## src/rtl/spk_pkg.sv

```systemverilog
package spk_pkg;
  function automatic int word_width(input int packed_mode, input int sample_w, input int lanes);
    int bits;
    int w;
    bits = (packed_mode != 0) ? sample_w * lanes : sample_w;
    w = 8;
    while (w < bits) w = w * 2;
    return w;
  endfunction
endpackage

```

## src/rtl/spk_lane_merge.sv

```systemverilog
module spk_lane_merge #(
  parameter int SAMPLE_W = 10,
  parameter int LANES    = 3,
  parameter int IDX_W    = 2
) (
  input  logic [LANES*SAMPLE_W-1:0] acc,
  input  logic [SAMPLE_W-1:0]       sample,
  input  logic [IDX_W-1:0]          idx,
  output logic [LANES*SAMPLE_W-1:0] merged
);
  for (genvar g = 0; g < LANES; g++) begin : g_lane
    assign merged[g*SAMPLE_W +: SAMPLE_W] =
      (idx == IDX_W'(g)) ? sample : acc[g*SAMPLE_W +: SAMPLE_W];
  end
endmodule

```

## src/rtl/spk_slot_ctrl.sv

```systemverilog
module spk_slot_ctrl #(
  parameter int LANES = 3,
  parameter int IDX_W = 2
) (
  input  logic             clk,
  input  logic             rst,
  input  logic             in_valid,
  input  logic             in_last,
  input  logic             out_free,
  output logic [IDX_W-1:0] idx,
  output logic             completes,
  output logic             ready,
  output logic             accept
);
  logic [IDX_W-1:0] cnt_q;

  assign idx       = cnt_q;
  assign completes = (cnt_q == IDX_W'(LANES - 1)) | in_last;
  assign ready     = out_free | ~completes;
  assign accept    = in_valid & ready;

  always_ff @(posedge clk) begin
    if (rst) begin
      cnt_q <= '0;
    end else if (accept) begin
      cnt_q <= completes ? '0 : cnt_q + IDX_W'(1);
    end
  end
endmodule

```

## src/rtl/spk_out_reg.sv

```systemverilog
module spk_out_reg #(
  parameter int W = 32
) (
  input  logic         clk,
  input  logic         rst,
  input  logic         load,
  input  logic [W-1:0] word,
  input  logic         last,
  input  logic         take,
  output logic         valid_q,
  output logic [W-1:0] word_q,
  output logic         last_q,
  output logic         free
);
  assign free = ~valid_q | take;

  always_ff @(posedge clk) begin
    if (rst) begin
      valid_q <= 1'b0;
      word_q  <= '0;
      last_q  <= 1'b0;
    end else if (load) begin
      valid_q <= 1'b1;
      word_q  <= word;
      last_q  <= last;
    end else if (take) begin
      valid_q <= 1'b0;
    end
  end
endmodule

```

## src/rtl/sample_packer.sv

```systemverilog
module sample_packer #(
  parameter int SAMPLE_W = 10,
  parameter int K        = 3,
  parameter int PACKED   = 1
) (
  input  logic                clk,
  input  logic                rst,
  input  logic                i_valid,
  output logic                i_ready,
  input  logic [SAMPLE_W-1:0] i_sample,
  input  logic                i_last,
  output logic                o_valid,
  input  logic                o_ready,
  output logic [spk_pkg::word_width(PACKED, SAMPLE_W, K)-1:0] o_word,
  output logic                o_last
);
  localparam int LANES  = (PACKED != 0) ? K : 1;
  localparam int IDX_W  = (LANES > 1) ? $clog2(LANES) : 1;
  localparam int DATA_W = LANES * SAMPLE_W;
  localparam int OUT_W  = spk_pkg::word_width(PACKED, SAMPLE_W, K);

  logic [DATA_W-1:0] acc_q;
  logic [DATA_W-1:0] merged;
  logic [IDX_W-1:0]  idx;
  logic              completes;
  logic              accept;
  logic              out_free;
  logic [OUT_W-1:0]  word_next;

  spk_slot_ctrl #(.LANES(LANES), .IDX_W(IDX_W)) i_ctrl (
    .clk(clk), .rst(rst), .in_valid(i_valid), .in_last(i_last),
    .out_free(out_free), .idx(idx), .completes(completes),
    .ready(i_ready), .accept(accept)
  );

  spk_lane_merge #(.SAMPLE_W(SAMPLE_W), .LANES(LANES), .IDX_W(IDX_W)) i_merge (
    .acc(acc_q), .sample(i_sample), .idx(idx), .merged(merged)
  );

  assign word_next = OUT_W'(merged);

  always_ff @(posedge clk) begin
    if (rst) begin
      acc_q <= '0;
    end else if (accept) begin
      acc_q <= completes ? '0 : merged;
    end
  end

  spk_out_reg #(.W(OUT_W)) i_out (
    .clk(clk), .rst(rst), .load(accept & completes), .word(word_next),
    .last(i_last), .take(o_ready), .valid_q(o_valid), .word_q(o_word),
    .last_q(o_last), .free(out_free)
  );
endmodule

```

## config.mk

```make
export PLATFORM = sky130hd
export DESIGN_NAME = sample_packer
export DESIGN_NICKNAME = d
export VERILOG_FILES = /design/src/rtl/spk_pkg.sv /design/src/rtl/spk_lane_merge.sv /design/src/rtl/spk_slot_ctrl.sv /design/src/rtl/spk_out_reg.sv /design/src/rtl/sample_packer.sv
export SDC_FILE = /design/constraint.sdc
export NUM_CORES = 1
export LEC_CHECK = 0
export ABC_AREA = 1
export CORE_MARGIN = 10
export CORE_UTILIZATION = 39
export CTS_CLUSTER_SIZE = 12
export DETAILED_ROUTE_END_ITERATION = 10
export PLACE_DENSITY = 0.61
export SYNTH_ARGS = -nofsm -noshare
export SYNTH_HDL_FRONTEND = slang
export SYNTH_SLANG_ARGS = --single-unit
```

## constraint.sdc

```tcl
create_clock -name clk -period 3.28 [get_ports clk]
set_clock_uncertainty 0.15 [all_clocks]
set_input_delay 0.328 -clock clk [delete_from_list [all_inputs] [get_ports clk]]
set_output_delay 0.328 -clock clk [all_outputs]
set_load 0.02 [all_outputs]
```

* Word level (Yosys, flattened, before mapping) *
Cells that the tools add are included.

storage, ports and cells
  register bits = 64
  output and inout bits = 35
  logic and storage cells = 24

operators by class
  add/subtract/negate cells = 1
  equal/unequal tests = 2
  mux-type cells = 7
  bitwise operators = 7
  reductions and logical operators = 2

operators with widths
  operator                                             number
  2-to-1 mux 10 bit                                    3
  2-to-1 mux 30 bit                                    1
  OR 1 bit                                             3
  adder 2 x 1 -> 2 bit, second input constant          1
  bitwise AND 1 bit                                    2
  equality test 2 x 1 -> 1 bit, second input constant  1
  equality test 2 bit, second input constant           1
  zero test 2 bit                                      1
  2-to-1 mux 1 bit                                     2
  2-to-1 mux 2 bit                                     1
  NOT 1 bit                                            2
  nonzero test 2 bit                                   1

* Longest topological paths before layout *
  depth after elaboration = 7
  mapped depth = 9

* Hierarchy *
From an unflattened synthesis, not the netlist that was laid out.

second synthesis, totals
  cells, all modules = 402
  area, all modules = 2907.8 um^2

modules (own cells, without submodules)
  module          times used  cells an instance  area each (um^2)
  spk_out_reg     1           147                1181.1
  sample_packer   1           137                1171.1
  spk_lane_merge  1           101                434.2
  spk_slot_ctrl   1           17                 121.4

* Least setup slack after synthesis *
OpenSTA, ideal clock, no wires.

  kind = register to register
  start point = reg i_ctrl.cnt_q[0] (netlist: i_ctrl.idx[0])
  end point = reg i_ctrl.cnt_q[0] (netlist: i_ctrl.idx[0])
  setup time = 0.116 ns
  data arrival time = 1.241 ns
  slack = 1.773 ns
  cell stages (with the launch flop) = 10
  cells stage by stage = dfxtp_1 inv_1 ha_1 inv_2 nand2_4 nand2_2 nand2_2 buf_4 nor2_1 nor2_1

between the ends
  cells in the longest elaborated chain, start to end = 5
  elaborated cells on any way between the ends = 7
  those cells by class = add/sub: 1; eq/ne: 1; mux: 1; bitwise: 4

RTL lines
  item                    line                 source
  from (decl)             spk_slot_ctrl.sv:15  logic [IDX_W-1:0] cnt_q;
  from (signal assigned)  spk_slot_ctrl.sv:26  cnt_q <= completes ? '0 : cnt_q + IDX_W'(1);
  equality test 2 bit     spk_slot_ctrl.sv:18  assign completes = (cnt_q == IDX_W'(LANES - 1)) | in_last;
  OR 1 bit                spk_slot_ctrl.sv:18
  NOT 1 bit               spk_slot_ctrl.sv:19  assign ready = out_free | ~completes;
  OR 1 bit                spk_slot_ctrl.sv:19
  net i_ready             sample_packer.sv:9   output logic i_ready,
  bitwise AND 1 bit       spk_slot_ctrl.sv:20  assign accept = in_valid & ready;

The timed path passes the listed nets, and every way through them passes these cells.
A chain may end at the register's enable or synchronous reset.

* Worst setup path after layout *
  start point = reg i_ctrl.cnt_q[0] (netlist: i_ctrl.idx[0])
  end point = out i_ready

between the ends
  cells in the longest elaborated chain, start to end = 4

RTL lines
  item                 line
  equality test 2 bit  spk_slot_ctrl.sv:18
  OR 1 bit             spk_slot_ctrl.sv:18
  NOT 1 bit            spk_slot_ctrl.sv:19
  OR 1 bit             spk_slot_ctrl.sv:19
  to (decl)            sample_packer.sv:9

No other way between the ends.

==> flow_summary_export.csv <==
group,metric,value,unit
clock_network,hold_buffers,0,
yosys,synth_adder_area_share,0.0131,
power,leakagePower,1.66,nW
flow_run,maxCapViolations,0,
power,max-vdd-ir-drop,258,uV
placement,io_buffers,47,
layout,antenna_cells,0,
yosys,muxShareOfSynthArea,0,
drt,dr.pass1.iters,4,
sta,rsz0062_at_grt,"false",
power,p_per_area,531,nW/um^2
yosys,synth-simple-area-share,0.267,
worst_setup_path,cp_cell_sequence,"inv_1 > ha_1 > inv_2 > nand2_4 > nand2_2 > clkdlybuf4s50_1",
floorplan,chipWidth,106,microns
sta,min_period,2620,ps
layout,fin_nets,494,
yosys,synth_compound_area_frac,0.112,
worst_setup_path,critPathTopFamily,"buffers and inverters",
yosys,synth_top_family_by_area,"simple AND/OR/NAND/NOR gates",
sta,tns,0,ps
placement,dp_hpwl,4.55,mm
worst_setup_path,cpPeakStageDelay,610,ps
worst_setup_path,worst_ep_arrival_time,2140,ps
worst_setup_path,slowest_stage,"clkdlybuf4s50_1",
sta,timing.fmax,382,MHz
clock_network,cts_resized,0,
drt,ant_nets,0,
floorplan,start_util,0.397,
clock_network,clk_path_buf_depth,2,
clock_network,clock_latency,340,ps
drt,vias_per_cell,4.38,
yosys,yosysUniqueCellTypes,18,
floorplan,ios,50,
worst_setup_path,crit_path_end_kind,"output pin",
yosys,yosysWarningCount,0,
yosys,yosysSeqAreaShare,0.447,
layout,syn2layout_area_growth,25.7,%
global_routing,grt-ovfl-total,0,
global_routing,grtUsageTotal,0.126,
sta,slew_viol_final,0,
layout,num-fill-cells,766,
drt,post_drt_wl_per_cell,11.6,microns
worst_setup_path,path_buf_inv,3,
global_routing,grt_max_degree,44,
drt,drt_iter0_markers,90,
sta,fin_crit_sh,0.798,
layout,final_cells,580,
yosys,avgSynthCellArea,6.54,sq um
worst_setup_path,critPathKind,"reg -> out",
global_routing,grt_first_pass_wirelength,11.7,mm
layout,finalCoreUtilization,0.499,
yosys,synth_seq_cells,64,
sta,tightest_slew,616,ps
sta,whs,307,ps
clock_network,htreeDepth,3,
yosys,synth_cells,438,
clock_network,clock-sinks,64,
worst_setup_path,path_max_fanout,11,
drt,vias,2542,
placement,placed_cells,564,
drt,drc,0,
clock_network,post-cts-setup-buffers,0,
yosys,syn_area,2870,sq um
clock_network,cts.clk_slew.worst_paths,70,ps
global_routing,grt_pass1_vias,2492,
power,power,1.91,mW
outcome,outcome,"finished clean",
yosys,synth-xor-area-share,0,
placement,gp_congestion,0.759,
floorplan,die_height,106,microns
floorplan,placementRows,31,
sta,finalSetupViolations,0,
clock_network,cts_tree,"yes",
floorplan,dieArea,11200,sq um
layout,drive_gt1_frac,0.0541,
floorplan,fp.coreArea,7210,sq um
worst_setup_path,startpoint_type,"register",
clock_network,cts-root-buf,"clkbuf_8",
sta,hold_violations,0,
min_path,hold_class,"reg -> reg",
worst_setup_path,critPathRequiredTime,2800,ps
sta,maxSlewHeadroom,0.589,
drt,drt_wl_total,6.75,mm
clock_network,cts_made_buffers,9,
global_routing,antenna_found_initial,0,
==> worst paths after layout <==
kind / startpoint / slack [ps] / to / cells after the start
setup / recovery: i_ctrl.idx[0] / 660 / i_ready / 6
hold reg to reg: acc_q[29] / 310 / acc_q[29] / 2
setup reg to reg: i_ctrl.idx[0] / 1230 / acc_q[4] / 7
hold / removal: acc_q[29] / 310 / acc_q[29] / 2
==> cell usage in the layout, fill, tap and decap left out <==
cell type	Yosys	layout
o21ai_0	21	21
nor2_1	43	43
nand2_1	134	134
nand2_4	1	1
nand3_1	11	11
conb_1	1	2
clkbuf_8	0	9
ha_1	3	3
inv_2	2	2
clkdlybuf4s50_1	0	47
clkinv_2	0	2
nand3_2	1	1
buf_4	6	4
o21ai_1	20	20
dfxtp_1	64	64
inv_1	86	86
nand2_2	2	2
bufinv_16	0	3
clkinvlp_4	0	1
clkbuf_1	10	1
a21oi_1	23	23
nor2_4	1	1
==> cell type report <==
type                            count  area (sq um)  area share
Sequential cell                    64          1280       0.356
Multi-Input combinational cell    262          1130       0.314
Timing Repair Buffer               51           500       0.139
Inverter                           88           330      0.0917
Clock buffer                       10           128      0.0354
Tap cell                           99           124      0.0344
Clock inverter                      6           108      0.0299
==> through the flow <==
stage                     area (sq um)  setup slack, ps
after floorplan                   2870             1770
after global placement            3370             1070
after detailed placement          3370             1030
after CTS                         3600              642
after global routing              3600              520
final                             3600              664
==> tightest hold or removal path: cells and delay by family, from the launching register on <==
family,cells,cell delay [ps]
buffers and inverters,1,40
AND/OR/NAND/NOR,1,70
flip-flops,1,310
==> where the power goes <==
| group | internal [mW] | leakage [nW] | switching (mW) |
|---|---|---|---|
| sequential | 0.813 | 0.523 | 0.0170 |
| clock | 0.502 | 0.116 | 0.306 |
| combinational | 0.109 | 1.02 | 0.167 |
| total | 1.42 | 1.66 | 0.490 |
==> per-layer routing <==
layer	global-route usage	vias to the layer above	wire (microns)
met5	0	-	0
met4	0.0754	0	209
met3	0.0347	17	418
met2	0.190	53	2970
met1	0.157	1106	3150
li1	-	1366	-
==> state kept, by name, indices dropped and copies added (netlist names) <==
name           count
i_out.last_q       1
acc_q             30
i_out.word_q      30
i_ctrl.idx         2
i_out.valid_q      1
==> cells in the mapped netlist <==
library cell,number,area [sq um]
a21oi_1,23,115
buf_2,9,45.0
buf_4,6,45.0
clkbuf_1,10,37.5
conb_1,1,3.75
dfxtp_1,64,1280
ha_1,3,37.5
inv_1,86,323
inv_2,2,7.51
nand2_1,134,503
nand2_2,2,12.5
nand2_4,1,11.3
nand3_1,11,55.1
nand3_2,1,10.0
nor2_1,43,161
nor2_4,1,11.3
o21ai_0,21,105
o21ai_1,20,100
==> cell families after synthesis <==
| family | count (synthesis) |
|---|---|
| simple gates | 193 |
| buf+inv | 113 |
| compound gates | 64 |
| flops | 64 |
| fa+ha+maj | 3 |
| other cells | 1 |
No activity file was read; power rests on OpenSTA's default activity.
